$ cat config.mk
export PLATFORM = sky130hd
export DESIGN_NAME = sir_baud_gen
export DESIGN_NICKNAME = d
export VERILOG_FILES = /design/src/rtl/sir_baud_pkg.sv /design/src/rtl/sir_baud_regs.sv /design/src/rtl/sir_prescaler.sv /design/src/rtl/sir_divisor.sv /design/src/rtl/sir_bit_div.sv /design/src/rtl/sir_baud_gen.sv
export SDC_FILE = /design/constraint.sdc
export NUM_CORES = 1
export LEC_CHECK = 0
export ABC_AREA = 1
export BUFFER_PORTS_ARGS = -buffer_cell sky130_fd_sc_hd__buf_2
export CAP_MARGIN = 20
export CORE_ASPECT_RATIO = 0.75
export CORE_UTILIZATION = 40
export CTS_CLUSTER_DIAMETER = 30
export DETAILED_ROUTE_END_ITERATION = 8
export SYNTH_ARGS = -nofsm -noshare
export SYNTH_HDL_FRONTEND = slang
export SYNTH_HIERARCHICAL = 1
export SYNTH_SLANG_ARGS = --single-unit
$ cat constraint.sdc
create_clock -name clk_i -period 2.9 [get_ports clk_i]
set_input_delay 0.58 -clock clk_i [delete_from_list [all_inputs] [get_ports clk_i]]
set_output_delay 0.58 -clock clk_i [all_outputs]
set_load 0.1 [all_outputs]
$ cat src/rtl/sir_baud_pkg.sv
package sir_baud_pkg;
  localparam int unsigned PRESC_DIV_DEF = 26;
  localparam int unsigned CNT_W_DEF     = 6;
  localparam int unsigned OVS_DEF       = 16;
  localparam int unsigned REG_W_DEF     = 16;
  localparam int unsigned RESET_CNT_DEF = 11;

  typedef struct packed {
    logic ovs;
    logic bitr;
  } baud_stb_t;
endpackage

$ cat src/rtl/sir_baud_regs.sv
module sir_baud_regs #(
  parameter int unsigned REG_W     = 16,
  parameter int unsigned CNT_W     = 6,
  parameter int unsigned RESET_CNT = 11
) (
  input  logic             clk_i,
  input  logic             rst_ni,
  input  logic             we_i,
  input  logic [REG_W-1:0] wdata_i,
  output logic [CNT_W-1:0] count_o,
  output logic             reload_o,
  output logic [REG_W-1:0] rdata_o
);
  localparam logic [CNT_W-1:0] RST_VAL = CNT_W'(RESET_CNT);

  logic [CNT_W-1:0] count_q;

  always_ff @(posedge clk_i or negedge rst_ni) begin
    if (!rst_ni)   count_q <= RST_VAL;
    else if (we_i) count_q <= wdata_i[CNT_W-1:0];
  end

  assign count_o  = count_q;
  assign reload_o = we_i;

  generate
    if (REG_W > CNT_W) begin : g_pad
      logic unused_hi;
      assign unused_hi = ^wdata_i[REG_W-1:CNT_W];
      assign rdata_o   = {{(REG_W-CNT_W){1'b0}}, count_q};
    end else begin : g_full
      assign rdata_o = count_q;
    end
  endgenerate

  AST_WR_LOADS: assert property (@(posedge clk_i) disable iff (!rst_ni)
    we_i |=> rdata_o[CNT_W-1:0] == $past(wdata_i[CNT_W-1:0]));
endmodule

$ cat src/rtl/sir_prescaler.sv
module sir_prescaler #(
  parameter int unsigned DIV = 26
) (
  input  logic clk_i,
  input  logic rst_ni,
  input  logic reload_i,
  output logic tick_o
);
  localparam int unsigned W = (DIV > 2) ? $clog2(DIV) : 1;
  localparam logic [W-1:0] LAST = W'(DIV - 1);

  logic [W-1:0] cnt_q;

  always_ff @(posedge clk_i or negedge rst_ni) begin
    if (!rst_ni)            cnt_q <= '0;
    else if (reload_i)      cnt_q <= '0;
    else if (cnt_q == LAST) cnt_q <= '0;
    else                    cnt_q <= cnt_q + 1'b1;
  end

  assign tick_o = (cnt_q == LAST);

  AST_PRE_BOUND: assert property (@(posedge clk_i) disable iff (!rst_ni)
    cnt_q <= LAST);
  AST_PRE_SPARSE: assert property (@(posedge clk_i) disable iff (!rst_ni)
    tick_o |=> !tick_o);
endmodule

$ cat src/rtl/sir_divisor.sv
module sir_divisor #(
  parameter int unsigned CNT_W = 6
) (
  input  logic             clk_i,
  input  logic             rst_ni,
  input  logic             reload_i,
  input  logic             tick_i,
  input  logic [CNT_W-1:0] limit_i,
  output logic             tick_o
);
  logic [CNT_W-1:0] div_q;
  logic             at_lim;

  assign at_lim = (div_q == limit_i);

  always_ff @(posedge clk_i or negedge rst_ni) begin
    if (!rst_ni)       div_q <= '0;
    else if (reload_i) div_q <= '0;
    else if (tick_i)   div_q <= at_lim ? '0 : div_q + 1'b1;
  end

  assign tick_o = tick_i & at_lim;

  AST_DIV_BOUND: assert property (@(posedge clk_i) disable iff (!rst_ni)
    div_q <= limit_i);
  AST_DIV_GATED: assert property (@(posedge clk_i) disable iff (!rst_ni)
    tick_o |-> tick_i);
endmodule

$ cat src/rtl/sir_bit_div.sv
module sir_bit_div #(
  parameter int unsigned OVS = 16
) (
  input  logic clk_i,
  input  logic rst_ni,
  input  logic reload_i,
  input  logic ovs_tick_i,
  output logic ovs_stb_o,
  output logic bit_stb_o
);
  localparam int unsigned W = (OVS > 2) ? $clog2(OVS) : 1;
  localparam logic [W-1:0] LAST = W'(OVS - 1);

  logic [W-1:0] ph_q;
  logic         wrap;

  assign wrap = (ph_q == LAST);

  always_ff @(posedge clk_i or negedge rst_ni) begin
    if (!rst_ni) begin
      ph_q      <= '0;
      ovs_stb_o <= 1'b0;
      bit_stb_o <= 1'b0;
    end else if (reload_i) begin
      ph_q      <= '0;
      ovs_stb_o <= 1'b0;
      bit_stb_o <= 1'b0;
    end else begin
      ovs_stb_o <= ovs_tick_i;
      bit_stb_o <= ovs_tick_i & wrap;
      if (ovs_tick_i) ph_q <= wrap ? '0 : ph_q + 1'b1;
    end
  end

  AST_BIT_WITH_OVS: assert property (@(posedge clk_i) disable iff (!rst_ni)
    bit_stb_o |-> ovs_stb_o);
  AST_OVS_PULSE: assert property (@(posedge clk_i) disable iff (!rst_ni)
    ovs_stb_o |=> !ovs_stb_o);
endmodule

$ cat src/rtl/sir_baud_gen.sv
module sir_baud_gen
  import sir_baud_pkg::*;
#(
  parameter int unsigned PRESC_DIV = PRESC_DIV_DEF,
  parameter int unsigned CNT_W     = CNT_W_DEF,
  parameter int unsigned OVS       = OVS_DEF,
  parameter int unsigned REG_W     = REG_W_DEF,
  parameter int unsigned RESET_CNT = RESET_CNT_DEF
) (
  input  logic             clk_i,
  input  logic             rst_ni,
  input  logic             reg_we_i,
  input  logic [REG_W-1:0] reg_wdata_i,
  output logic [REG_W-1:0] reg_rdata_o,
  output logic             ovs_stb_o,
  output logic             bit_stb_o
);
  logic [CNT_W-1:0] count;
  logic             reload;
  logic             pre_tick;
  logic             ovs_tick;
  baud_stb_t        stb;

  sir_baud_regs #(.REG_W(REG_W), .CNT_W(CNT_W), .RESET_CNT(RESET_CNT)) u_regs (
    .clk_i   (clk_i),
    .rst_ni  (rst_ni),
    .we_i    (reg_we_i),
    .wdata_i (reg_wdata_i),
    .count_o (count),
    .reload_o(reload),
    .rdata_o (reg_rdata_o)
  );

  sir_prescaler #(.DIV(PRESC_DIV)) u_pre (
    .clk_i   (clk_i),
    .rst_ni  (rst_ni),
    .reload_i(reload),
    .tick_o  (pre_tick)
  );

  sir_divisor #(.CNT_W(CNT_W)) u_div (
    .clk_i   (clk_i),
    .rst_ni  (rst_ni),
    .reload_i(reload),
    .tick_i  (pre_tick),
    .limit_i (count),
    .tick_o  (ovs_tick)
  );

  sir_bit_div #(.OVS(OVS)) u_bit (
    .clk_i     (clk_i),
    .rst_ni    (rst_ni),
    .reload_i  (reload),
    .ovs_tick_i(ovs_tick),
    .ovs_stb_o (stb.ovs),
    .bit_stb_o (stb.bitr)
  );

  assign ovs_stb_o = stb.ovs;
  assign bit_stb_o = stb.bitr;

  AST_RELOAD_QUIET: assert property (@(posedge clk_i) disable iff (!rst_ni)
    reg_we_i |=> !ovs_stb_o && !bit_stb_o);
endmodule

==> results of run 1 <==
worst paths after layout:
check	slack [ps]	cells past startpoint	to
worst max-delay path	1060	1	reg_rdata_o[0]
worst min-delay path	280	1	u_pre/cnt_q[2]
worst max register to register	1160	12	u_bit/ph_q[3]
worst min register to register	490	2	u_regs/count_o[3]
max in group asynchronous	2260	1	u_regs/count_o[3]
min in group clk_i	490	2	u_regs/count_o[3]
metal layers:
| layer | share of wire | track usage | up-vias |
|---|---|---|---|
| met1 | 0.50 | 0.1994 | 466 |
| met4 | 0.0060 | 0.05102 | 0 |
| met3 | 0.031 | 0.03947 | 2 |
| li1 | - | - | 513 |
| met5 | 0 | 0 | - |
| met2 | 0.46 | 0.2467 | 18 |
area by class of cell:
| class | count | area [um^2] |
|---|---|---|
| multi-input cells | 114 | 575.6 |
| clock buffers | 4 | 45.04 |
| fillers | 301 | 1649 |
| flip-flops and latches | 23 | 579.3 |
| well taps | 38 | 47.55 |
| inverters | 23 | 86.33 |
| repair buffers | 16 | 80.08 |
sequential cells by signal, indices dropped and copies added (netlist names):
name	count
u_bit/bit_stb_o	1
u_bit/ovs_stb_o	1
u_bit/ph_q	4
u_div/div_q	6
u_pre/cnt_q	5
u_regs/count_o	6
power groups by stage:
stage / combinational, mW / sequential, mW / clock (mW)
5_1_grt: 0.187 / 0.351 / 0.220
6_report: 0.176 / 0.349 / 0.202
2_1_floorplan: 0.172 / 0.352 / 0
3_5_place_dp: 0.176 / 0.355 / 0
4_1_cts: 0.177 / 0.349 / 0.210
3_3_place_gp: 0.174 / 0.354 / 0
synth_stat cells:
cell | count | area [um^2]
ha_1 | 4 | 50.05
nand2_1 | 46 | 172.7
nor3b_1 | 1 | 7.510
nor2_4 | 1 | 11.26
nand4_1 | 3 | 18.77
buf_4 | 17 | 127.6
xor2_1 | 4 | 35.03
dfstp_2 | 3 | 78.83
xnor2_1 | 1 | 8.760
nand3_2 | 3 | 30.03
nor3_1 | 1 | 5.000
inv_2 | 4 | 15.01
dfrtp_1 | 20 | 500.5
nor2_2 | 2 | 12.51
nand3_1 | 7 | 35.03
nand2_2 | 6 | 37.54
o21ai_1 | 1 | 5.000
conb_1 | 1 | 3.750
nor3_2 | 1 | 10.01
a21oi_1 | 6 | 30.03
a22o_1 | 1 | 8.760
inv_1 | 19 | 71.32
nor2_1 | 16 | 60.06
through the flow:
stage          power [mW]  std cells  hold WS, ps  worst slack [ps]    util
2_1_floorplan      0.5233        177        284.4              1393       -
3_3_place_gp       0.5280        214        469.0              1241  0.4469
3_5_place_dp       0.5316        214        479.7              1182  0.4469
4_1_cts            0.7360        218        292.0              1049  0.4616
5_1_grt            0.7582        218        313.5             982.3  0.4616
6_report           0.7263        218        279.1              1059  0.4616
kinds of logic (layout without fill, tap and decap cells):
logic type	Yosys count	after routing	share of synthesized area
and+or+nand+nor	87	87	0.2999
buffers and inverters	40	43	0.1603
DFF	23	23	0.4339
AOI/OAI and AO/OA	8	8	0.03280
xor gates and xnor gates	5	5	0.03280
adders and majority gates	4	4	0.03749
other	1	10	0.002809
==> flow_summary.html, run 1 <==
<table>
<tr><th>Metric</th><th>Value</th></tr>
<tr><th colspan="2">Worst setup path</th></tr>
<tr><td>Required time worst endpoint</td><td>2320 ps</td></tr>
<tr><td>Worst-path cell chain</td><td>buf_2</td></tr>
<tr><td>CP max FO</td><td>4</td></tr>
<tr><td>Worst endpoint data arrival time</td><td>1260 ps</td></tr>
<tr><td>Crit path from</td><td>u_regs/count_o[0]</td></tr>
<tr><td>Family with the most delay on the worst path</td><td>flip-flops</td></tr>
<tr><td>Crit. End Element</td><td>output port</td></tr>
<tr><td>Buffers plus inverters on the worst setup path</td><td>1</td></tr>
<tr><td>Category of the worst setup path launch point</td><td>flip-flop</td></tr>
<tr><td>Slowest-stage cell, CP</td><td>dfstp_2</td></tr>
<tr><td>Reg-to-reg startpoint</td><td>u_regs/count_o[0]</td></tr>
<tr><td>Worst setup path category</td><td>reg -&gt; out</td></tr>
<tr><td>Highest cell delay on the worst timing path</td><td>560 ps</td></tr>
<tr><th colspan="2">Layout</th></tr>
<tr><td>Diode insertion count for antenna repair</td><td>0</td></tr>
<tr><td>Commonest non-fill, non-tap cell in the layout</td><td>nand2_1</td></tr>
<tr><td>Final net count</td><td>204</td></tr>
<tr><td>Post-layout instance area</td><td>0.001414 mm^2</td></tr>
<tr><td>Fraction of layout cells with a size suffix above 1</td><td>0.2167</td></tr>
<tr><td>Layout overhead on the synthesized area</td><td>5.905%</td></tr>
<tr><td>Commonest cells after routing, fill and taps aside</td><td>nand2_1 (46), dfrtp_1 (20), inv_1 (19)</td></tr>
<tr><th colspan="2">STA</th></tr>
<tr><td>Transition at the pin with the smallest max-transition slack</td><td>516.5 ps</td></tr>
<tr><td>Maximum clock frequency</td><td>543.3 MHz</td></tr>
<tr><td>Total count of hold-check failures in the final report</td><td>0</td></tr>
<tr><td>Max Clock Skew</td><td>1.433 ps</td></tr>
<tr><td>Max Slew Vio Count</td><td>0</td></tr>
<tr><td>Fin crit share</td><td>0.6347</td></tr>
<tr><td>Sum of negative setup slack</td><td>0 ps</td></tr>
<tr><td>Tightest slew margin relative to the limit</td><td>0.6557</td></tr>
<tr><td>Final setup vio count</td><td>0</td></tr>
<tr><td>Setup repair after global routing missed its margin</td><td>false</td></tr>
<tr><td>Final critical path time including I/O delays and setup</td><td>1841 ps</td></tr>
<tr><th colspan="2">Route</th></tr>
<tr><td>DRC errors left</td><td>0</td></tr>
<tr><td>Avg Vias per Cell</td><td>4.583</td></tr>
<tr><td>First-iteration detailed-routing DRC count</td><td>21</td></tr>
<tr><td>Drt wl/cell</td><td>10.72 um</td></tr>
<tr><td>Post-Route WL</td><td>2338 um</td></tr>
<tr><td>Number of vias in the routed layout</td><td>999</td></tr>
<tr><td>Iteration count of the initial detailed-routing pass</td><td>4</td></tr>
<tr><td>Count of nets left with antenna violations after detail routing</td><td>0</td></tr>
<tr><th colspan="2">Global route</th></tr>
<tr><td>Maximum number of pins on one net before global-route repair</td><td>24</td></tr>
<tr><td>Tot GR Track Use</td><td>0.1534</td></tr>
<tr><td>Initial antenna violation count</td><td>0</td></tr>
<tr><td>Wire length of the first global-routing pass</td><td>3919 um</td></tr>
<tr><td>Final global-route overflow total</td><td>0</td></tr>
<tr><td>Number of global-route vias before repair</td><td>917</td></tr>
<tr><th colspan="2">Power</th></tr>
<tr><td>Power share of the combinational group</td><td>0.242</td></tr>
<tr><td>Switching power share of the total</td><td>0.3687</td></tr>
<tr><td>Reported net switching power</td><td>0.2678 mW</td></tr>
<tr><td>Leak</td><td>0.7640 nW</td></tr>
<tr><td>Power per cell area</td><td>513.7 mW/mm^2</td></tr>
<tr><td>Reg power frac</td><td>0.481</td></tr>
<tr><td>Worst ir drop on vdd</td><td>0.3025 mV</td></tr>
<tr><td>Cell internal power dissipation</td><td>0.4586 mW</td></tr>
<tr><td>Part of the total power dissipated in the clock network</td><td>0.278</td></tr>
<tr><th colspan="2">Clocking</th></tr>
<tr><td>TritonCTS clock tree</td><td>done</td></tr>
<tr><td>Post-CTS setup repair buffer count</td><td>0</td></tr>
<tr><td>Clk slew on worst S/H paths</td><td>80 ps</td></tr>
<tr><td>Depth of the CTS H-tree</td><td>1</td></tr>
<tr><td>Post-cts repair resize count</td><td>0</td></tr>
<tr><td>Clock net sink count</td><td>23</td></tr>
<tr><td>Maximum clock insertion buffer count</td><td>2</td></tr>
<tr><td>Hold-fix buffers at CTS</td><td>0</td></tr>
<tr><td>Cell at the root of the clock tree</td><td>clkbuf_8</td></tr>
<tr><td>Number of buffers added by the clock tree synthesis step</td><td>3</td></tr>
<tr><td>Latest clock arrival within the worst-skew pair</td><td>260 ps</td></tr>
<tr><th colspan="2">Run status</th></tr>
<tr><td>Result of the run</td><td>completed</td></tr>
<tr><th colspan="2">Placed design</th></tr>
<tr><td>HPWL after detailed placement</td><td>1745 um</td></tr>
<tr><td>Weighted congestion reported at the end of routability-driven placement</td><td>0.7969</td></tr>
<tr><td>Buffers on Ports</td><td>16</td></tr>
<tr><td>Post-Place Cell Area</td><td>0.001369 mm^2</td></tr>
<tr><th colspan="2">Die</th></tr>
<tr><td>DIE HEIGHT</td><td>52.03 um</td></tr>
<tr><td>Floorplan core area</td><td>0.003063 mm^2</td></tr>
<tr><td>Initial Utilization</td><td>0.4359</td></tr>
<tr><td>Horizontal die dimension</td><td>68.71 um</td></tr>
<tr><td>DIE AREA</td><td>0.003575 mm^2</td></tr>
<tr><td># IOs</td><td>37</td></tr>
<tr><td>Number of placement rows</td><td>17</td></tr>
<tr><th colspan="2">Yosys</th></tr>
<tr><td>Post-synthesis average cell area</td><td>7.947 um^2</td></tr>
<tr><td>Sequential element share of the synthesized area</td><td>0.4339</td></tr>
<tr><td>Cells after synthesis</td><td>168</td></tr>
<tr><td>Count of distinct cell types in the synthesized netlist</td><td>23</td></tr>
<tr><td>Number of synthesized register bits</td><td>23</td></tr>
<tr><td>Number of warnings issued by yosys</td><td>6</td></tr>
<tr><td>Post-Synthesis Cell Area</td><td>0.001335 mm^2</td></tr>
<tr><th colspan="2">Job</th></tr>
<tr><td>Number of max-cap violations</td><td>0</td></tr>
<tr><th colspan="2">Min path</th></tr>
<tr><td>Worst min path class</td><td>in -&gt; async</td></tr>
</table>
No activity file was read; power rests on OpenSTA's default activity.
==> run 2: changes to the inputs <==
--- a/config.mk
+++ b/config.mk
@@ -12,6 +12,7 @@
 export CORE_UTILIZATION = 40
 export CTS_CLUSTER_DIAMETER = 30
 export DETAILED_ROUTE_END_ITERATION = 8
+export PLACE_DENSITY = 0.66
 export SYNTH_ARGS = -nofsm -noshare
 export SYNTH_HDL_FRONTEND = slang
 export SYNTH_HIERARCHICAL = 1
==> constraint.sdc (replaced) <==
create_clock -name clk_i -period 1.57 [get_ports clk_i]
set_input_delay 0.314 -clock clk_i [delete_from_list [all_inputs] [get_ports clk_i]]
set_output_delay 0.314 -clock clk_i [all_outputs]
set_load 0.1 [all_outputs]
==> run 2 against run 1 <==
Net effect:
- sequential share of layout area down 4.8 points
- final cell count rose by 6.4%
- global-route usage decreased by 0.24 points
- critical path depth is 14 higher
- sequential cell count unchanged
- non-clock buffer count grew 14
- die area stayed put
- combinational power grew 120%
- critical endpoint is now u_bit/ph_q[3]
- highest routed layer unchanged
==> flow_summary.html, run 2 (synthesized netlist as in run 1, its figures left out) <==
<table>
<tr><th>Metric</th><th>Value</th></tr>
<tr><th colspan="2">Layout</th></tr>
<tr><td>Commonest cells after routing, fill and taps aside</td><td>nand2_1 (44), dfrtp_1 (20), inv_1 (16) (was nand2_1 (46), dfrtp_1 (20), inv_1 (19))</td></tr>
<tr><td>Commonest non-fill, non-tap cell in the layout</td><td>nand2_1 (unchanged)</td></tr>
<tr><td>Fraction of layout cells with a size suffix above 1</td><td>0.3247 (was 0.2167)</td></tr>
<tr><td>Post-layout instance area</td><td>0.001602 mm^2 (was 0.001414 mm^2)</td></tr>
<tr><td>Diode insertion count for antenna repair</td><td>0 (unchanged)</td></tr>
<tr><td>Layout overhead on the synthesized area</td><td>19.96% (was 5.905%)</td></tr>
<tr><td>Final net count</td><td>218 (was 204)</td></tr>
<tr><td>Final core occ</td><td>0.5229 (was 0.4616)</td></tr>
<tr><th colspan="2">Worst setup path</th></tr>
<tr><td>Worst reg2reg setup slack</td><td>20 ps (was 1160 ps)</td></tr>
<tr><td>Endpoint of the worst register-to-register path</td><td>u_bit/ph_q[3] (unchanged)</td></tr>
<tr><td>Reg-to-reg startpoint</td><td>u_pre/cnt_q[1] (was u_regs/count_o[0])</td></tr>
<tr><td>Worst setup path category</td><td>reg -&gt; reg (was reg -&gt; out)</td></tr>
<tr><td>Crit. End Element</td><td>flip-flop (was output port)</td></tr>
<tr><td>Required time worst endpoint</td><td>1780 ps (was 2320 ps)</td></tr>
<tr><td>Crit path from</td><td>u_pre/cnt_q[1] (was u_regs/count_o[0])</td></tr>
<tr><td>CP max FO</td><td>4 (unchanged)</td></tr>
<tr><td>Worst endpoint data arrival time</td><td>1760 ps (was 1260 ps)</td></tr>
<tr><td>Category of the worst setup path launch point</td><td>flip-flop (unchanged)</td></tr>
<tr><td>Worst reg2reg path depth</td><td>15 (was 12)</td></tr>
<tr><th colspan="2">Job</th></tr>
<tr><td>Number of max-cap violations</td><td>0 (unchanged)</td></tr>
<tr><th colspan="2">Die</th></tr>
<tr><td>Floorplan core area</td><td>0.003063 mm^2 (unchanged)</td></tr>
<tr><td>Number of placement rows</td><td>17 (unchanged)</td></tr>
<tr><td>DIE AREA</td><td>0.003575 mm^2 (unchanged)</td></tr>
<tr><td>Initial Utilization</td><td>0.4359 (unchanged)</td></tr>
<tr><td># IOs</td><td>37 (unchanged)</td></tr>
<tr><td>DIE HEIGHT</td><td>52.03 um (unchanged)</td></tr>
<tr><td>Horizontal die dimension</td><td>68.71 um (unchanged)</td></tr>
<tr><th colspan="2">Route</th></tr>
<tr><td>Iteration count of the initial detailed-routing pass</td><td>4 (unchanged)</td></tr>
<tr><td>First-iteration detailed-routing DRC count</td><td>58 (was 21)</td></tr>
<tr><td>Drt wl/cell</td><td>10.54 um (was 10.72 um)</td></tr>
<tr><td>DRC errors left</td><td>0 (unchanged)</td></tr>
<tr><td>Post-Route WL</td><td>2446 um (was 2338 um)</td></tr>
<tr><td>Count of nets left with antenna violations after detail routing</td><td>0 (unchanged)</td></tr>
<tr><td>Avg Vias per Cell</td><td>4.556 (was 4.583)</td></tr>
<tr><td>Number of vias in the routed layout</td><td>1,057 (was 999)</td></tr>
<tr><th colspan="2">STA</th></tr>
<tr><td>Fin crit share</td><td>0.9869</td></tr>
<tr><td>Final critical path time including I/O delays and setup</td><td>1549 ps</td></tr>
<tr><td>Final setup vio count</td><td>0 (unchanged)</td></tr>
<tr><td>Setup repair after global routing missed its margin</td><td>true (was false)</td></tr>
<tr><td>Max Clock Skew</td><td>2.368 ps (was 1.433 ps)</td></tr>
<tr><td>Final WS setup</td><td>20.57 ps (was 1059 ps)</td></tr>
<tr><td>Transition at the pin with the smallest max-transition slack</td><td>512.9 ps (was 516.5 ps)</td></tr>
<tr><td>Maximum clock frequency</td><td>645.4 MHz</td></tr>
<tr><td>Max Slew Vio Count</td><td>0 (unchanged)</td></tr>
<tr><td>Tightest slew margin relative to the limit</td><td>0.6581 (was 0.6557)</td></tr>
<tr><td>Total count of hold-check failures in the final report</td><td>0 (unchanged)</td></tr>
<tr><td>Sum of negative setup slack</td><td>0 ps (unchanged)</td></tr>
<tr><th colspan="2">Power</th></tr>
<tr><td>Power per cell area</td><td>868.9 mW/mm^2 (was 513.7 mW/mm^2)</td></tr>
<tr><td>Worst ir drop on vdd</td><td>0.5273 mV (was 0.3025 mV)</td></tr>
<tr><td>Power, Total</td><td>1.392 mW (was 0.7263 mW)</td></tr>
<tr><td>Leak</td><td>0.8509 nW (was 0.7640 nW)</td></tr>
<tr><th colspan="2">Min path</th></tr>
<tr><td>Worst min path class</td><td>in -&gt; async (unchanged)</td></tr>
<tr><th colspan="2">Clocking</th></tr>
<tr><td>Cell at the root of the clock tree</td><td>clkbuf_8 (unchanged)</td></tr>
<tr><td>Depth of the CTS H-tree</td><td>1 (unchanged)</td></tr>
<tr><td>Clock net sink count</td><td>23 (unchanged)</td></tr>
<tr><td>TritonCTS clock tree</td><td>done (unchanged)</td></tr>
<tr><td>Clk slew on worst S/H paths</td><td>80 ps (about the same)</td></tr>
<tr><td>Maximum clock insertion buffer count</td><td>2 (unchanged)</td></tr>
<tr><td>Number of buffers added by the clock tree synthesis step</td><td>3 (unchanged)</td></tr>
<tr><td>Latest clock arrival within the worst-skew pair</td><td>260 ps (about the same)</td></tr>
<tr><th colspan="2">Placed design</th></tr>
<tr><td>Worst slack at placement</td><td>3.994 ps (was 1182 ps)</td></tr>
<tr><td>Post-Place Cell Area</td><td>0.001511 mm^2 (was 0.001369 mm^2)</td></tr>
<tr><td>HPWL after detailed placement</td><td>1837 um (was 1745 um)</td></tr>
<tr><td>Weighted congestion reported at the end of routability-driven placement</td><td>0.8020 (was 0.7969)</td></tr>
<tr><td>Buffers on Ports</td><td>16 (unchanged)</td></tr>
<tr><th colspan="2">Run status</th></tr>
<tr><td>Result of the run</td><td>completed (unchanged)</td></tr>
<tr><th colspan="2">Global route</th></tr>
<tr><td>Wire length of the first global-routing pass</td><td>3864 um (was 3919 um)</td></tr>
<tr><td>Initial antenna violation count</td><td>0 (unchanged)</td></tr>
<tr><td>Tot GR Track Use</td><td>0.1510 (was 0.1534)</td></tr>
<tr><td>Number of global-route vias before repair</td><td>892 (was 917)</td></tr>
<tr><td>Maximum number of pins on one net before global-route repair</td><td>24 (unchanged)</td></tr>
<tr><td>Final global-route overflow total</td><td>0 (unchanged)</td></tr>
</table>
run 2: changes by cell type in the layout (fill, tap and decap cells not counted), moves of 3 or more:
cell and change:
buf_12 +3, nor2_1 -3, buf_4 +13, inv_1 -3, buf_2 -3
run 2: cell type report:
cell class                      count  area, um^2
Fill cell                         291        1461
Multi-Input combinational cell    114       604.3
Sequential cell                    23       579.3
Timing Repair Buffer               30       234.0
Inverter                           23       91.34
Tap cell                           38       47.55
Clock buffer                        4       45.04
run 2: worst max path at each step:
stage	end	slack, ps	cells past startpoint
final	u_bit/ph_q[3]	20	15
after global routing	u_bit/ph_q[3]	-80	15
after CTS	u_bit/ph_q[3]	-6	13
after detailed placement	u_bit/ph_q[3]	4	15
after global placement	u_bit/ph_q[3]	40	15
after floorplan	u_bit/ph_q[3]	60	12
run 2: routing by layer:
layer  vias to the layer above  GRT usage  wire length, um  share of wire
met4                         0    0.03061                8         0.0033
met2                        23     0.2451             1161           0.47
met3                         2    0.05263               90          0.037
met1                       493     0.1932             1186           0.48
li1                        539          -                -              -
met5                         -          0                0              0
run 2: where the power goes:
| part | leakage [nW] | switching (mW) | internal (mW) |
|---|---|---|---|
| Combinational | 0.526 | 0.298 | 0.0915 |
| Clock | 0.0228 | 0.184 | 0.181 |
| Sequential | 0.303 | 0.0174 | 0.619 |
run 2: timing repair:
| item | in CTS | in global routing |
|---|---|---|
| pin swaps | 1 | 4 |
| gates resized for setup | 2 | 13 |
| buffers inserted | 0 | 1 |
| endpoints found under the setup margin | 3 | 5 |
| hold buffers | 0 | 0 |
run 2: critical path, cell delays in order (launching register included):
cell and delay [ps]:
dfrtp_1 380, inv_1 60, ha_2 160, nand2_1 50, inv_1 60, nand2_2 60, inv_2 80, inv_4 50
nor2_4 100, buf_6 120, inv_4 40, nor2_4 100, nand2_2 80, inv_2 50, nand3_2 50, nand2_2 50
run 2: stage by stage:
step	instances	hold WS [ps]
floorplan	177	18.41
global placement	227	316.6
detailed placement	227	317.4
CTS	231	22.57
global route	232	44.59
finish	232	12.74
==> run 3: changes to the inputs <==
--- a/config.mk
+++ b/config.mk
@@ -12,6 +12,7 @@
 export CORE_UTILIZATION = 40
 export CTS_CLUSTER_DIAMETER = 30
 export DETAILED_ROUTE_END_ITERATION = 8
+export GPL_ROUTABILITY_DRIVEN = 1
 export PLACE_DENSITY = 0.66
 export SYNTH_ARGS = -nofsm -noshare
 export SYNTH_HDL_FRONTEND = slang
==> constraint.sdc (replaced) <==
create_clock -name clk_i -period 1.57 [get_ports clk_i]
set_input_delay 0.314 -clock clk_i [delete_from_list [all_inputs] [get_ports clk_i]]
set_output_delay 0.314 -clock clk_i [all_outputs]
set_load 0.01 [all_outputs]
==> run 3 against run 2 <==
Net effect:
- sequential cell count unchanged
- final area fell by 1.4%
- sequential share of layout area up 0.52 points
- via count down 1.8%
- combinational power fell by 54%
- die area unchanged
- clock-buffer cell count down 1
- non-clock buffer count is 5 higher
- the run now ends with negative setup slack left
- critical endpoint is now u_div/div_q[3]
- power fell by 15%
- final cell count rose by 2.2%
- clock power barely moved
- largest cell class unchanged
- hold slack better by 1.1 ps
==> flow_summary.html, run 3 (synthesized netlist as in run 1, its figures left out) <==
<table>
<tr><th>Metric</th><th>Value</th></tr>
<tr><th colspan="2">Run status</th></tr>
<tr><td>Result of the run</td><td>complete, but fails checks (was completed)</td></tr>
<tr><td>Violations in the final reports</td><td>negative setup slack</td></tr>
<tr><th colspan="2">Route</th></tr>
<tr><td>Number of vias in the routed layout</td><td>1,038 (was 1,057)</td></tr>
<tr><td>Post-Route WL</td><td>2481 um (was 2446 um)</td></tr>
<tr><td>First-iteration detailed-routing DRC count</td><td>27 (was 58)</td></tr>
<tr><td>Count of nets left with antenna violations after detail routing</td><td>0 (unchanged)</td></tr>
<tr><td>Avg Vias per Cell</td><td>4.380 (was 4.556)</td></tr>
<tr><td>Iteration count of the initial detailed-routing pass</td><td>4 (unchanged)</td></tr>
<tr><td>DRC errors left</td><td>0 (unchanged)</td></tr>
<tr><td>Drt wl/cell</td><td>10.47 um (was 10.54 um)</td></tr>
<tr><th colspan="2">Job</th></tr>
<tr><td>Number of max-cap violations</td><td>0 (unchanged)</td></tr>
<tr><th colspan="2">Power</th></tr>
<tr><td>Power, Total</td><td>1.184 mW (was 1.392 mW)</td></tr>
<tr><td>Cell internal power dissipation</td><td>0.8702 mW (was 0.8920 mW)</td></tr>
<tr><td>Worst ir drop on vdd</td><td>0.4323 mV (was 0.5273 mV)</td></tr>
<tr><td>Power per cell area</td><td>750.0 mW/mm^2 (was 868.9 mW/mm^2)</td></tr>
<tr><td>Leak</td><td>0.8611 nW (was 0.8509 nW)</td></tr>
<tr><td>Reg power frac</td><td>0.536 (was 0.458)</td></tr>
<tr><td>Reported net switching power</td><td>0.3140 mW (was 0.4996 mW)</td></tr>
<tr><td>Power share of the combinational group</td><td>0.152 (was 0.280)</td></tr>
<tr><td>Switching power share of the total</td><td>0.2652 (was 0.3590)</td></tr>
<tr><td>Part of the total power dissipated in the clock network</td><td>0.312 (was 0.263)</td></tr>
<tr><th colspan="2">Global route</th></tr>
<tr><td>Met2 track demand over resource</td><td>0.2696 (was 0.2451)</td></tr>
<tr><td>Met1 Track Usage GR</td><td>0.1946 (was 0.1932)</td></tr>
<tr><td>Top Usage Layer GRT</td><td>met2 (unchanged)</td></tr>
<tr><td>Tot GR Track Use</td><td>0.1602 (was 0.1510)</td></tr>
<tr><td>Initial antenna violation count</td><td>0 (unchanged)</td></tr>
<tr><td>Number of global-route vias before repair</td><td>984 (was 892)</td></tr>
<tr><td>Wire length of the first global-routing pass</td><td>4133 um (was 3864 um)</td></tr>
<tr><td>Met3 demand-to-capacity share in global routing</td><td>0.04605 (was 0.05263)</td></tr>
<tr><td>Final global-route overflow total</td><td>0 (unchanged)</td></tr>
<tr><td>Maximum number of pins on one net before global-route repair</td><td>24 (unchanged)</td></tr>
<tr><th colspan="2">Worst setup path</th></tr>
<tr><td>Worst reg2reg setup slack</td><td>-30 ps (was 20 ps)</td></tr>
<tr><td>Reg-to-reg startpoint</td><td>u_pre/cnt_q[0] (was u_pre/cnt_q[1])</td></tr>
<tr><td>Required time worst endpoint</td><td>1760 ps (was 1780 ps)</td></tr>
<tr><td>Endpoint of the worst register-to-register path</td><td>u_div/div_q[3] (was u_bit/ph_q[3])</td></tr>
<tr><td>Slowest-stage cell, CP</td><td>dfrtp_1 (unchanged)</td></tr>
<tr><td>Crit path from</td><td>u_pre/cnt_q[0] (was u_pre/cnt_q[1])</td></tr>
<tr><td>Highest cell delay on the worst timing path</td><td>390 ps (was 380 ps)</td></tr>
<tr><td>Worst setup path category</td><td>reg -&gt; reg (unchanged)</td></tr>
<tr><td>CP max FO</td><td>3 (was 4)</td></tr>
<tr><td>Worst endpoint data arrival time</td><td>1790 ps (was 1760 ps)</td></tr>
<tr><td>Worst-path cell chain</td><td>ha_2 -&gt; nand2_1 -&gt; inv_1 -&gt; nand2_2 -&gt; inv_2 -&gt; buf_4 -&gt; nor2_1 -&gt; nor2_1 -&gt; xor2_1 -&gt; a21oi_1 (was inv_1 -&gt; ha_2 -&gt; nand2_1 -&gt; inv_1 -&gt; nand2_2 -&gt; inv_2 -&gt; inv_4 -&gt; nor2_4 -&gt; buf_6 -&gt; inv_4 -&gt; nor2_4 -&gt; nand2_2 -&gt; inv_2 -&gt; nand3_2 -&gt; nand2_2)</td></tr>
<tr><td>Category of the worst setup path launch point</td><td>flip-flop (unchanged)</td></tr>
<tr><td>Family with the most delay on the worst path</td><td>simple AND/OR/NAND/NOR gates (unchanged)</td></tr>
<tr><td>Most frequent cell on the critical path</td><td>nor2_1 (was nand2_2)</td></tr>
<tr><td>Buffers plus inverters on the worst setup path</td><td>3 (was 7)</td></tr>
<tr><td>Crit. End Element</td><td>flip-flop (unchanged)</td></tr>
<tr><td>Worst reg2reg path depth</td><td>10 (was 15)</td></tr>
<tr><th colspan="2">Clocking</th></tr>
<tr><td>Latest clock arrival within the worst-skew pair</td><td>270 ps (was 260 ps)</td></tr>
<tr><td>TritonCTS clock tree</td><td>done (unchanged)</td></tr>
<tr><td>Cell at the root of the clock tree</td><td>clkbuf_8 (unchanged)</td></tr>
<tr><td>Clk slew on worst S/H paths</td><td>90 ps (was 80 ps)</td></tr>
<tr><td>Depth of the CTS H-tree</td><td>1 (unchanged)</td></tr>
<tr><td>Hold-fix buffers at CTS</td><td>0 (unchanged)</td></tr>
<tr><td>Clock net sink count</td><td>23 (unchanged)</td></tr>
<tr><td>Number of buffers added by the clock tree synthesis step</td><td>3 (unchanged)</td></tr>
<tr><td>Maximum clock insertion buffer count</td><td>2 (unchanged)</td></tr>
<tr><th colspan="2">Placed design</th></tr>
<tr><td>Weighted congestion reported at the end of routability-driven placement</td><td>0.7759 (was 0.8020)</td></tr>
<tr><td>Buffers on Ports</td><td>16 (unchanged)</td></tr>
<tr><td>Cell count after placement</td><td>232 (was 227)</td></tr>
<tr><td>Post-Place Cell Area</td><td>0.001504 mm^2 (was 0.001511 mm^2)</td></tr>
<tr><td>HPWL after detailed placement</td><td>1885 um (was 1837 um)</td></tr>
<tr><th colspan="2">Die</th></tr>
<tr><td>DIE AREA</td><td>0.003575 mm^2 (unchanged)</td></tr>
<tr><td>Horizontal die dimension</td><td>68.71 um (unchanged)</td></tr>
<tr><td>Number of placement rows</td><td>17 (unchanged)</td></tr>
<tr><td>Floorplan core area</td><td>0.003063 mm^2 (unchanged)</td></tr>
<tr><td>DIE HEIGHT</td><td>52.03 um (unchanged)</td></tr>
<tr><td># IOs</td><td>37 (unchanged)</td></tr>
<tr><td>Initial Utilization</td><td>0.4359 (unchanged)</td></tr>
<tr><th colspan="2">Layout</th></tr>
<tr><td>Layout overhead on the synthesized area</td><td>18.28% (was 19.96%)</td></tr>
<tr><td>Commonest non-fill, non-tap cell in the layout</td><td>nand2_1 (unchanged)</td></tr>
<tr><td>Final core occ</td><td>0.5155 (was 0.5229)</td></tr>
<tr><td>Number of standard cells in the final layout excluding fillers</td><td>237 (was 232)</td></tr>
<tr><td>Fraction of layout cells with a size suffix above 1</td><td>0.3266 (was 0.3247)</td></tr>
<tr><td>Post-layout instance area</td><td>0.001579 mm^2 (was 0.001602 mm^2)</td></tr>
<tr><td>Commonest cells after routing, fill and taps aside</td><td>nand2_1 (46), dfrtp_1 (20), buf_4 (18) (was nand2_1 (44), dfrtp_1 (20), inv_1 (16))</td></tr>
<tr><td>Diode insertion count for antenna repair</td><td>0 (unchanged)</td></tr>
<tr><td>Final net count</td><td>223 (was 218)</td></tr>
<tr><th colspan="2">STA</th></tr>
<tr><td>Max Slew Vio Count</td><td>0 (unchanged)</td></tr>
<tr><td>Final setup vio count</td><td>1 (was 0)</td></tr>
<tr><td>Tightest slew margin relative to the limit</td><td>0.6470 (was 0.6581)</td></tr>
<tr><td>Fin crit share</td><td>1.016 (was 0.9869)</td></tr>
<tr><td>Maximum clock frequency</td><td>626.6 MHz (was 645.4 MHz)</td></tr>
<tr><td>Transition at the pin with the smallest max-transition slack</td><td>529.4 ps (was 512.9 ps)</td></tr>
<tr><td>Final WS setup</td><td>-25.80 ps (was 20.57 ps)</td></tr>
<tr><td>Sum of negative setup slack</td><td>-25.80 ps (was 0 ps)</td></tr>
<tr><td>Max Clock Skew</td><td>10.05 ps (was 2.368 ps)</td></tr>
<tr><td>Final critical path time including I/O delays and setup</td><td>1596 ps (was 1549 ps)</td></tr>
<tr><td>Total count of hold-check failures in the final report</td><td>0 (unchanged)</td></tr>
<tr><td>Setup repair after global routing missed its margin</td><td>true (unchanged)</td></tr>
<tr><th colspan="2">Min path</th></tr>
<tr><td>Worst min path class</td><td>in -&gt; async (unchanged)</td></tr>
</table>
run 3: changes by cell type in the layout (fill, tap and decap cells not counted), sizes merged:
cell	previous run	this run
buf	30	35
clkbuf	4	3
clkinv	0	1
run 3: area by class of cell:
| type | count | area, um^2 |
|---|---|---|
| clock buffer | 3 | 41.29 |
| tap | 38 | 47.55 |
| multi-input combinational | 114 | 593.1 |
| fill | 287 | 1484 |
| timing repair buffer | 35 | 226.5 |
| clock inverter | 1 | 5.005 |
| sequential | 23 | 579.3 |
| inverter | 23 | 86.33 |
run 3: metal layers:
metal | routed length, um | vias to the layer above | part of all wire
met4 | 8 | 0 | 0.0032
li1 | - | 553 | -
met1 | 1197 | 463 | 0.48
met3 | 101 | 2 | 0.041
met2 | 1174 | 20 | 0.47
met5 | 0 | - | 0
run 3: power by group through the flow:
stage	sequential (mW)	combinational [mW]	clock, mW
2_1_floorplan	0.650	0.125	0
3_3_place_gp	0.645	0.171	0
3_5_place_dp	0.647	0.176	0
4_1_cts	0.635	0.178	0.394
5_1_grt	0.637	0.208	0.416
6_report	0.635	0.180	0.369
run 3: worst reg2reg max path, cell delays in order (launching register included):
cell and delay [ps]:
dfrtp_1 390, ha_2 180, nand2_1 50, inv_1 40, nand2_2 70, inv_2 40
buf_4 120, nor2_1 230, nor2_1 120, xor2_1 150, a21oi_1 130
run 3: how the worst max path moves through the flow:
stage	to	slack [ps]	depth (start not counted)
final	u_div/div_q[3]	-30	10
after detailed placement	u_bit/ph_q[2]	-10	9
after floorplan	u_bit/ph_q[3]	60	12
after CTS	u_div/div_q[3]	10	10
after global placement	u_bit/ph_q[2]	10	9
after global routing	u_div/div_q[3]	-140	11
run 3: timing repair:
action	4_1_cts	5_1_grt
gates resized for setup	3	5
buffers inserted	0	1
hold endpoints to repair	0	0
setup endpoints to repair	3	9
pin swaps	1	2
run 3: metrics by stage:
| step | setup slack, ps | hold slack (ps) |
|---|---|---|
| after floorplan | 63.28 | 18.41 |
| after global placement | 13.64 | 311.1 |
| after detailed placement | -11.72 | 324.3 |
| after CTS | 10.76 | 22.15 |
| after global routing | -138.3 | 41.32 |
| final | -25.80 | 13.83 |
